## config.mk

```make
export PLATFORM = sky130hd
export DESIGN_NAME = ctc_bank8
export DESIGN_NICKNAME = d
export VERILOG_FILES = /design/src/rtl/ctc_pkg.sv /design/src/rtl/ctc_prio.sv /design/src/rtl/ctc_chan.sv /design/src/rtl/ctc_bank8.sv
export SDC_FILE = /design/constraint.sdc
export NUM_CORES = 1
export LEC_CHECK = 0
export ABC_CLOCK_PERIOD_IN_PS = 3500
export CORE_ASPECT_RATIO = 0.6
export CORE_MARGIN = 3
export CORE_UTILIZATION = 50
export CTS_BUF_LIST = sky130_fd_sc_hd__clkbuf_2
export DETAILED_ROUTE_END_ITERATION = 8
export PLACE_DENSITY = 0.68
export SLEW_MARGIN = 10
export SYNTH_ARGS = -nofsm -noshare
export SYNTH_HDL_FRONTEND = slang
export SYNTH_SLANG_ARGS = --single-unit
```

## constraint.sdc

```tcl
create_clock -name clk -period 3.5 [get_ports clk]
set_input_delay 0.7 -clock clk [delete_from_list [all_inputs] [get_ports clk]]
set_output_delay 0.7 -clock clk [all_outputs]
set_load 0.02 [all_outputs]
```

## src/rtl/ctc_pkg.sv

```systemverilog
package ctc_pkg;
  localparam int BYTE_W   = 8;
  localparam int CH_N     = 8;
  localparam int CH_IDX_W = $clog2(CH_N);

  // control byte bit positions
  localparam int CW_CTL  = 0;
  localparam int CW_HALT = 1;
  localparam int CW_TCF  = 2;
  localparam int CW_IE   = 7;

  // next count after one step; 1 is the last step, reload follows
  function automatic logic [BYTE_W-1:0] count_step(input logic [BYTE_W-1:0] cur,
                                                   input logic [BYTE_W-1:0] tc);
    return (cur == BYTE_W'(1)) ? tc : cur - BYTE_W'(1);
  endfunction

  function automatic logic port_hit(input logic [15:0] addr, input logic [15:0] base);
    return addr[15:CH_IDX_W] == base[15:CH_IDX_W];
  endfunction

  function automatic logic [BYTE_W-1:0] make_vector(input logic [3:0] hi,
                                                    input logic [CH_IDX_W-1:0] idx);
    return {hi, idx, 1'b0};
  endfunction
endpackage

```

## src/rtl/ctc_prio.sv

```systemverilog
module ctc_prio #(
  parameter int N = 8,
  localparam int IW = $clog2(N)
) (
  input  logic [N-1:0]  req,
  output logic          any,
  output logic [IW-1:0] idx,
  output logic [N-1:0]  grant
);
  always_comb begin
    idx = '0;
    for (int i = N - 1; i >= 0; i--) begin
      if (req[i]) idx = IW'(i);
    end
  end
  assign any   = |req;
  assign grant = any ? (N'(1) << idx) : '0;
endmodule

```

## src/rtl/ctc_chan.sv

```systemverilog
module ctc_chan
  import ctc_pkg::*;
#(
  parameter int IS_TIMER = 1,
  parameter int IRQ_CAP  = 0,
  parameter int PRESCALE = 16
) (
  input  logic              clk,
  input  logic              rst_n,
  input  logic              sel,
  input  logic [BYTE_W-1:0] wdata,
  input  logic              ext_i,
  input  logic              clr_i,
  output logic              await_o,
  output logic              zc_o,
  output logic              pend_o
);
  localparam int PRE_W = (PRESCALE > 1) ? $clog2(PRESCALE) : 1;
  localparam logic [PRE_W-1:0] PRE_LAST = PRE_W'(PRESCALE - 1);

  logic              run_q, await_q, ie_q, ext_q, zc_q, pend_q;
  logic [BYTE_W-1:0] cnt_q, tc_q;

  // named internal events
  logic wr_tc, wr_ctl, stop_req, pre_tick, ext_rise, step_evt, zero_evt, ie_eff;

  assign wr_tc    = sel & await_q;
  assign wr_ctl   = sel & ~await_q & wdata[CW_CTL];
  assign stop_req = wr_ctl & wdata[CW_HALT];
  assign ext_rise = ext_i & ~ext_q;

  generate
    if (IS_TIMER != 0) begin : g_pre
      logic [PRE_W-1:0] pre_q;
      always_ff @(posedge clk or negedge rst_n) begin
        if (!rst_n)       pre_q <= '0;
        else if (wr_tc)   pre_q <= '0;
        else if (run_q)   pre_q <= (pre_q == PRE_LAST) ? '0 : pre_q + PRE_W'(1);
      end
      assign pre_tick = run_q & (pre_q == PRE_LAST);
    end else begin : g_nopre
      assign pre_tick = 1'b0;
    end
  endgenerate

  assign step_evt = run_q & ~wr_tc & ~stop_req & ((IS_TIMER != 0) ? pre_tick : ext_rise);
  assign zero_evt = step_evt & (cnt_q == BYTE_W'(1));
  assign ie_eff   = (IRQ_CAP != 0) & ie_q;

  always_ff @(posedge clk or negedge rst_n) begin
    if (!rst_n) begin
      run_q   <= 1'b0;
      await_q <= 1'b0;
      ie_q    <= 1'b0;
      ext_q   <= 1'b0;
      zc_q    <= 1'b0;
      pend_q  <= 1'b0;
      cnt_q   <= '0;
      tc_q    <= '0;
    end else begin
      ext_q  <= ext_i;
      zc_q   <= zero_evt;
      pend_q <= (pend_q & ~clr_i) | (zero_evt & ie_eff);
      if (wr_tc) begin
        tc_q    <= wdata;
        cnt_q   <= wdata;
        run_q   <= 1'b1;
        await_q <= 1'b0;
      end else begin
        if (wr_ctl) begin
          ie_q    <= wdata[CW_IE];
          await_q <= wdata[CW_TCF];
          if (wdata[CW_HALT]) run_q <= 1'b0;
        end
        if (step_evt) cnt_q <= count_step(cnt_q, tc_q);
      end
    end
  end

  assign await_o = await_q;
  assign zc_o    = zc_q;
  assign pend_o  = pend_q;
endmodule

```

## src/rtl/ctc_bank8.sv

```systemverilog
module ctc_bank8
  import ctc_pkg::*;
#(
  parameter logic [15:0] BASE_ADDR = 16'h0210,
  parameter int          NUM_TIMER = 3,
  parameter int          PRESCALE  = 16
) (
  input  logic                      clk,
  input  logic                      rst_n,
  input  logic                      io_wr,
  input  logic [15:0]               io_addr,
  input  logic [BYTE_W-1:0]         io_wdata,
  input  logic [CH_N-NUM_TIMER-1:0] ext_trg,
  input  logic                      int_clr,
  output logic [CH_N-1:0]           zc_out,
  output logic                      irq,
  output logic [BYTE_W-1:0]         irq_vec
);
  logic                hit;
  logic [CH_IDX_W-1:0] ch_sel, win_idx;
  logic [CH_N-1:0]     sel_w, await_w, pend_w, win_1h, clr_w;
  logic [3:0]          base_q;
  logic                vec_wr;

  assign hit    = io_wr & port_hit(io_addr, BASE_ADDR);
  assign ch_sel = io_addr[CH_IDX_W-1:0];
  assign sel_w  = hit ? (CH_N'(1) << ch_sel) : '0;
  assign vec_wr = hit & ~await_w[ch_sel] & ~io_wdata[CW_CTL];

  always_ff @(posedge clk or negedge rst_n) begin
    if (!rst_n)      base_q <= '0;
    else if (vec_wr) base_q <= io_wdata[BYTE_W-1:BYTE_W-4];
  end

  generate
    for (genvar g = 0; g < CH_N; g++) begin : g_ch
      if (g < NUM_TIMER) begin : g_tmr
        ctc_chan #(.IS_TIMER(1), .IRQ_CAP(0), .PRESCALE(PRESCALE)) u_ch (
          .clk(clk), .rst_n(rst_n), .sel(sel_w[g]), .wdata(io_wdata),
          .ext_i(1'b0), .clr_i(clr_w[g]), .await_o(await_w[g]),
          .zc_o(zc_out[g]), .pend_o(pend_w[g]));
      end else begin : g_cnt
        ctc_chan #(.IS_TIMER(0), .IRQ_CAP(1), .PRESCALE(PRESCALE)) u_ch (
          .clk(clk), .rst_n(rst_n), .sel(sel_w[g]), .wdata(io_wdata),
          .ext_i(ext_trg[g-NUM_TIMER]), .clr_i(clr_w[g]), .await_o(await_w[g]),
          .zc_o(zc_out[g]), .pend_o(pend_w[g]));
      end
    end
  endgenerate

  ctc_prio #(.N(CH_N)) u_prio (
    .req(pend_w), .any(irq), .idx(win_idx), .grant(win_1h));

  assign clr_w   = int_clr ? win_1h : '0;
  assign irq_vec = make_vector(base_q, win_idx);
endmodule

```

# Yosys cells after proc, flatten, opt, wreduce, memory -nomap -nowiden
# Cells that the tools add are included.
dict set report op_classes {
  n_mux 79
  reduce_logical 41
  n_shift 2
  order_cmp 1
  n_addsub 11
  bitwise 132
  eq_ne 12
}
# op count
set op_table {}
lappend op_table {{$mux 8} 27}
lappend op_table {{$and 1x1->1} 88}
lappend op_table {{$eq 8x1->1 const B} 8}
lappend op_table {{$sub 8x1->8 const B} 8}
lappend op_table {{$reduce_bool 2->1} 27}
lappend op_table {{$not 1->1} 39}
lappend op_table {{$mux 4} 9}
lappend op_table {{$mux 1} 34}
lappend op_table {{$reduce_and 2->1} 13}
lappend op_table {{$mux 3} 8}
lappend op_table {{$shl 1x3->8 const A} 2}
lappend op_table {{$eq 13x7->1 const B} 1}
lappend op_table {{$add 4x1->4 const B} 3}
lappend op_table {{$eq 4x4->1 const B} 3}
lappend op_table {{$reduce_or 8->1} 1}
lappend op_table {{$or 1x1->1} 5}
lappend op_table {{$lt 3x4->1 const B} 1}
lappend op_table {{$bmux 1 s3} 1}
dict set report word_totals {
  regBits 186
  wordCells 340
}

# Depth between registers and ports, before layout
dict set report depth {
  depth_word 14
  mapped_depth 8
}

# Modules after synthesis
# Synthesis repeated with hierarchy kept, for this count alone.
dict set report unflattened {
  hier_cells 1056
  area_unflattened_um2 10116.0
}
# module cells_each seq_area_each_um2 area_each_um2 instances
set modules_own_cells {}
lappend modules_own_cells {{ctc_chan at g_ch[3].g_cnt.u_ch ...} 117 550.5 1123.6 3}
lappend modules_own_cells {{ctc_chan at g_ch[1].g_tmr.u_ch ...} 132 600.6 1293.7 2}
lappend modules_own_cells {{ctc_chan at g_ch[6].g_cnt.u_ch ...} 119 550.5 1137.3 2}
lappend modules_own_cells {{ctc_chan at g_ch[0].g_tmr.u_ch} 133 600.6 1328.8 1}
lappend modules_own_cells {ctc_bank8 45 100.1 412.9 1}
lappend modules_own_cells {ctc_prio 25 0.0 141.4 1}

# Worst setup path after synthesis
# No wires, ideal clock.
dict set report synth_timing {
  kind {input port to flip-flop}
  start {in io_addr[8]}
  end {reg g_ch[5].g_cnt.u_ch.ie_q}
  cell_stages 7
  n_path_buf 2
  slack_ns 1.030
  setup_time_ns 0.125
  t_required_ns 3.375
  arrival_time_ns 2.345
  cell_sequence {nor4b_1 -> and4_1 -> buf_2 -> buf_4 -> nand2_1 -> nor3b_2 -> mux2_2}
}
dict set report synth_between {
  elab_chain_cells 6
}
# item line_no
set synth_lines {}
lappend synth_lines {{start, declared} ctc_bank8.sv:11} ;# input logic [15:0] io_addr,
lappend synth_lines {{$eq 13x7->1 (*)} ctc_pkg.sv:19} ;# return addr[15:CH_IDX_W] == base[15:CH_IDX_W];
lappend synth_lines {{$and 1x1->1 (*)} ctc_bank8.sv:25} ;# assign hit = io_wr & port_hit(io_addr, BASE_ADDR);
lappend synth_lines {{$mux 8 (*)} ctc_bank8.sv:27} ;# assign sel_w = hit ? (CH_N'(1) << ch_sel) : '0;
lappend synth_lines {{$and 1x1->1, on equally long branches} {ctc_chan.sv:28, ctc_chan.sv:27}}
lappend synth_lines {{$and 1x1->1 / $not 1->1 (equally long branches)} -}
lappend synth_lines {{$reduce_and 2->1 (no source line) (*)} -}
lappend synth_lines {{end signal, assigned} ctc_chan.sv:71} ;# ie_q <= wdata[CW_IE];
lappend synth_lines {{end, declared} ctc_chan.sv:21} ;# logic run_q, await_q, ie_q, ext_q, zc_q, pend_q;
# Every way passes the cells marked *; elsewhere a longest branch is shown, timed or not.
# A chain may end at the register's enable or synchronous reset.

# Final worst setup path
dict set report layout_timing {
  start {reg g_ch[6].g_cnt.u_ch.pend_q}
  end {out irq_vec[1]}
}
dict set report layout_between {
  elab_chain_cells 7
}
# item line_no
set layout_lines {}
lappend layout_lines {{start, declared} ctc_chan.sv:21}
lappend layout_lines {{start signal, assigned} ctc_chan.sv:63} ;# pend_q <= (pend_q & ~clr_i) | (zero_evt & ie_eff);
lappend layout_lines {{$mux 3 (7 in series)} ctc_prio.sv:13} ;# if (req[i]) idx = IW'(i);
lappend layout_lines {{end, declared} ctc_bank8.sv:17} ;# output logic [BYTE_W-1:0] irq_vec
# Every way passes these cells.

==> impl_metrics.toml <==
[die]
io_pins = 50
dieArea_um2 = 22000
die_x_um = 190
start_util = 0.520
die_y_um = 116
rows = 39
coreArea_um2 = 19400

[clocking]
clock_sinks = 186
clock_tree.root_cell = "clkbuf_2"
htreeDepth = 4
cts_resized = 0
clk_path_buf_depth = 2
hold_buffers = 1
cts_tree = "built"
path_clk_slew_ns = 0.29
worstSkewPairLatency_ns = 0.79
cts_setup_buffers = 0
numCtsBuffers = 17

[finish]
drive_gt1_frac = 0.104
final_cells = 1384
syn_to_final_growth_pct = 9.50
n_antenna_cell = 0
num-nets-final = 1158
final_util = 0.570

[sta]
worst_pin_slew_ns = 1.00
fin_tns_setup_ns = 0
relSlewSlack = 0.331
slew_violations = 0
worst_clock_skew_ns = 0.0383
fin_crit_ns = 3.31
setup_viol = 0
clock.fmax_ghz = 0.302
hold_viol_final = 0
rsz0062_at_grt = "no"
finalCritPeriodShare = 0.945

[grt]
grt_antenna_before_repair = 1
grt_overflow = 0
grt_use_total = 0.232
grt_max_degree = 67
grt_pass1_vias = 7386
grt_pass1_wl_um = 40300

[route]
drtIter0Drc = 676
routed_wl_um = 24500
routed-via-count = 8051
wl_per_cell_um = 17.7
drcViolationCount = 0
ant_nets = 0
via_per_inst = 5.82
drt_first_pass_iters = 6

[worst_setup_path]
slowest_delay_ns = 0.60
reg2reg_to = "g_ch[5].g_cnt.u_ch.cnt_q[1]"
critical_path.slowest_cell = "clkdlybuf4s50_1"
crit_path_start = "g_ch[6].g_cnt.u_ch.pend_o"
crit_required_ns = 2.80
critPathMaxFanout = 5
worstPathCellList = "nand2b_1, a21o_1, a211o_1, nand2_1, clkdlybuf4s50_1"
start_kind = "flop"
worst-r2r-setup-slack_ns = 1.05
path_delay_family = "buffers and inverters"
cp.arrival_ns = 2.61
end_kind = "output port"
ff2ff_path_depth = 5
r2r-start = "g_ch[5].g_cnt.u_ch.cnt_q[2]"
path_buf_inv = 1
path_class = "reg2out"

[worst_hold_path]
hold_path_depth = 1
hold_end = "g_ch[7].g_cnt.u_ch.ext_q"
min_path_type = "in2reg"
min_from = "ext_trg[4]"

[synthesis]
ys_warn_count = 0
synth_area_um2 = 10100
synth_edf_count = 0
synth_cell_types = 78
async_flop_share = 1.00
synth_flop_cell = "dfrtp_1"
yosys_register_bits = 186
synth.avg_cell_area_um2 = 9.42
syn_inst = 1072
synthesis.nets = 1124
synth-seq-area-share = 0.461

[placed_design]
place_congestion = 0.883
dpl.hpwl_um = 16800
post-place-cells = 1352
port_buffers = 48

[outcome]
status = "complete, no violations"

[power_and_ir_drop]
p_leak_nw = 5.10
ir_drop_v = 0.000175
power_density_nw_per_um2 = 305

[run]
drv_cap = 0
==> cells in the final DEF, fill, tap and decap left out, drive strengths merged, types with 10 or more instances in the layout <==
cell type / netlist / routed
xnor2: 15 / 15
a211oi: 25 / 25
clkdlybuf4s50: 0 / 47
nor3: 38 / 38
nand2: 202 / 202
clkinv: 0 / 10
nand3b: 22 / 22
xor2: 17 / 17
a221o: 24 / 24
clkbuf: 29 / 18
mux2: 30 / 30
nand4: 10 / 10
nand3: 51 / 51
ha: 19 / 19
o21ai: 37 / 37
nor2: 78 / 78
mux2i: 28 / 28
buf: 30 / 25
nand2b: 10 / 10
nor2b: 10 / 10
a21o: 12 / 12
dfrtp: 186 / 186
inv: 39 / 40
a21oi: 28 / 28
nor3b: 14 / 14
==> final cells by class <==
class                   instances  area (um2)
fillers                      1748        8360
multi-input cells             788        5010
flip-flops and latches        186        4650
repair buffers                 74         707
well taps                     266         333
inverters                      39         146
clock inverters                14         128
clock buffers                  17        85.1
==> metrics by stage <==
stage	hold slack, ns	instance area, um2	setup WS [ns]	total power, mW
finish	0.369	11100	0.193	3.37
global route	0.280	11100	0.0395	3.50
CTS	0.299	11100	0.116	3.40
detailed placement	0.451	10800	0.180	2.36
global placement	0.443	10800	0.286	2.36
floorplan	0.404	10100	1.03	2.24
==> layer usage <==
layer  part of all wire  track usage  vias up  wire length [um]
met3              0.067       0.0498       31              1640
met4              0.013       0.0610        2               327
met5            0.00037            0        -                 9
met2               0.41        0.324      269              9940
met1               0.51        0.364     3878             12600
li1                   -            -     3871                 -
==> sequential cells by signal (all words and copies together) (netlist names) <==
name                         cells
g_ch.g_cnt.u_ch.zc_o             5
base_q                           4
g_ch.g_cnt.u_ch.pend_o           5
g_ch.g_cnt.u_ch.cnt_q           40
g_ch.g_cnt.u_ch.run_q            5
g_ch.g_tmr.u_ch.tc_q            24
g_ch.g_cnt.u_ch.await_o          5
g_ch.g_tmr.u_ch.zc_o             3
g_ch.g_cnt.u_ch.ie_eff           5
g_ch.g_cnt.u_ch.ext_q            5
g_ch.g_tmr.u_ch.await_o          3
g_ch.g_cnt.u_ch.tc_q            40
g_ch.g_tmr.u_ch.pend_o           3
g_ch.g_tmr.u_ch.cnt_q           24
g_ch.g_tmr.u_ch.run_q            3
g_ch.g_tmr.u_ch.g_pre.pre_q     12
==> synth_stat cells (5+ instances only) <==
master | instances | area (um2)
xnor2_1 | 15 | 131
nand3b_1 | 22 | 165
nand4_1 | 10 | 62.6
a21oi_1 | 27 | 135
dfrtp_1 | 186 | 4650
mux2_2 | 29 | 327
a211oi_1 | 25 | 188
a221o_1 | 24 | 240
nor4_1 | 5 | 31.3
nand3_1 | 49 | 245
buf_2 | 16 | 80.1
or3_1 | 7 | 43.8
a21o_1 | 12 | 90.1
buf_4 | 10 | 75.1
ha_1 | 19 | 238
inv_1 | 39 | 146
o31ai_1 | 6 | 45.0
and3_1 | 7 | 43.8
nand2_1 | 201 | 754
o21ai_0 | 36 | 180
nor2_2 | 5 | 31.3
clkbuf_1 | 29 | 109
a311oi_1 | 7 | 61.3
nor3_1 | 36 | 180
o2111ai_1 | 5 | 43.8
mux2i_1 | 28 | 280
nand2b_1 | 10 | 62.6
xor2_1 | 17 | 149
o211ai_1 | 9 | 67.6
nor2b_1 | 10 | 62.6
nor2_1 | 73 | 274
nor3b_1 | 12 | 90.1
==> worst max-delay path by stage <==
stage | endpoint | cells past startpoint
finish | irq_vec[1] | 5
global route | irq_vec[1] | 5
CTS | irq_vec[1] | 5
detailed placement | g_ch[3].g_cnt.u_ch.cnt_q[1] | 8
global placement | g_ch[3].g_cnt.u_ch.pend_o | 7
floorplan | g_ch[5].g_cnt.u_ch.ie_eff | 7
==> power by group <==
group | switching [mW] | internal (mW) | total [mW]
Combinational | 0.115 | 0.0536 | 0.168
Sequential | 0.000809 | 2.16 | 2.16
Clock | 0.786 | 0.258 | 1.04
==> cell families after synthesis <==
| family | share of synthesized area |
|---|---|
| AO/OA/AOI/OAI | 0.138 |
| adder cells (fa/ha/maj) | 0.0235 |
| other | 0.000371 |
| buffers and inverters | 0.0443 |
| AND/OR/NAND/NOR | 0.240 |
| multiplexers | 0.0656 |
| flip-flops | 0.461 |
| XOR/XNOR | 0.0277 |
==> worst register-to-register path, delay by kind of cell, from the launching register on <==
family	cells	cell delay, ns
simple gates	2	1.19
mux	3	0.66
flops	1	0.52
No activity file was read; power rests on OpenSTA's default activity.
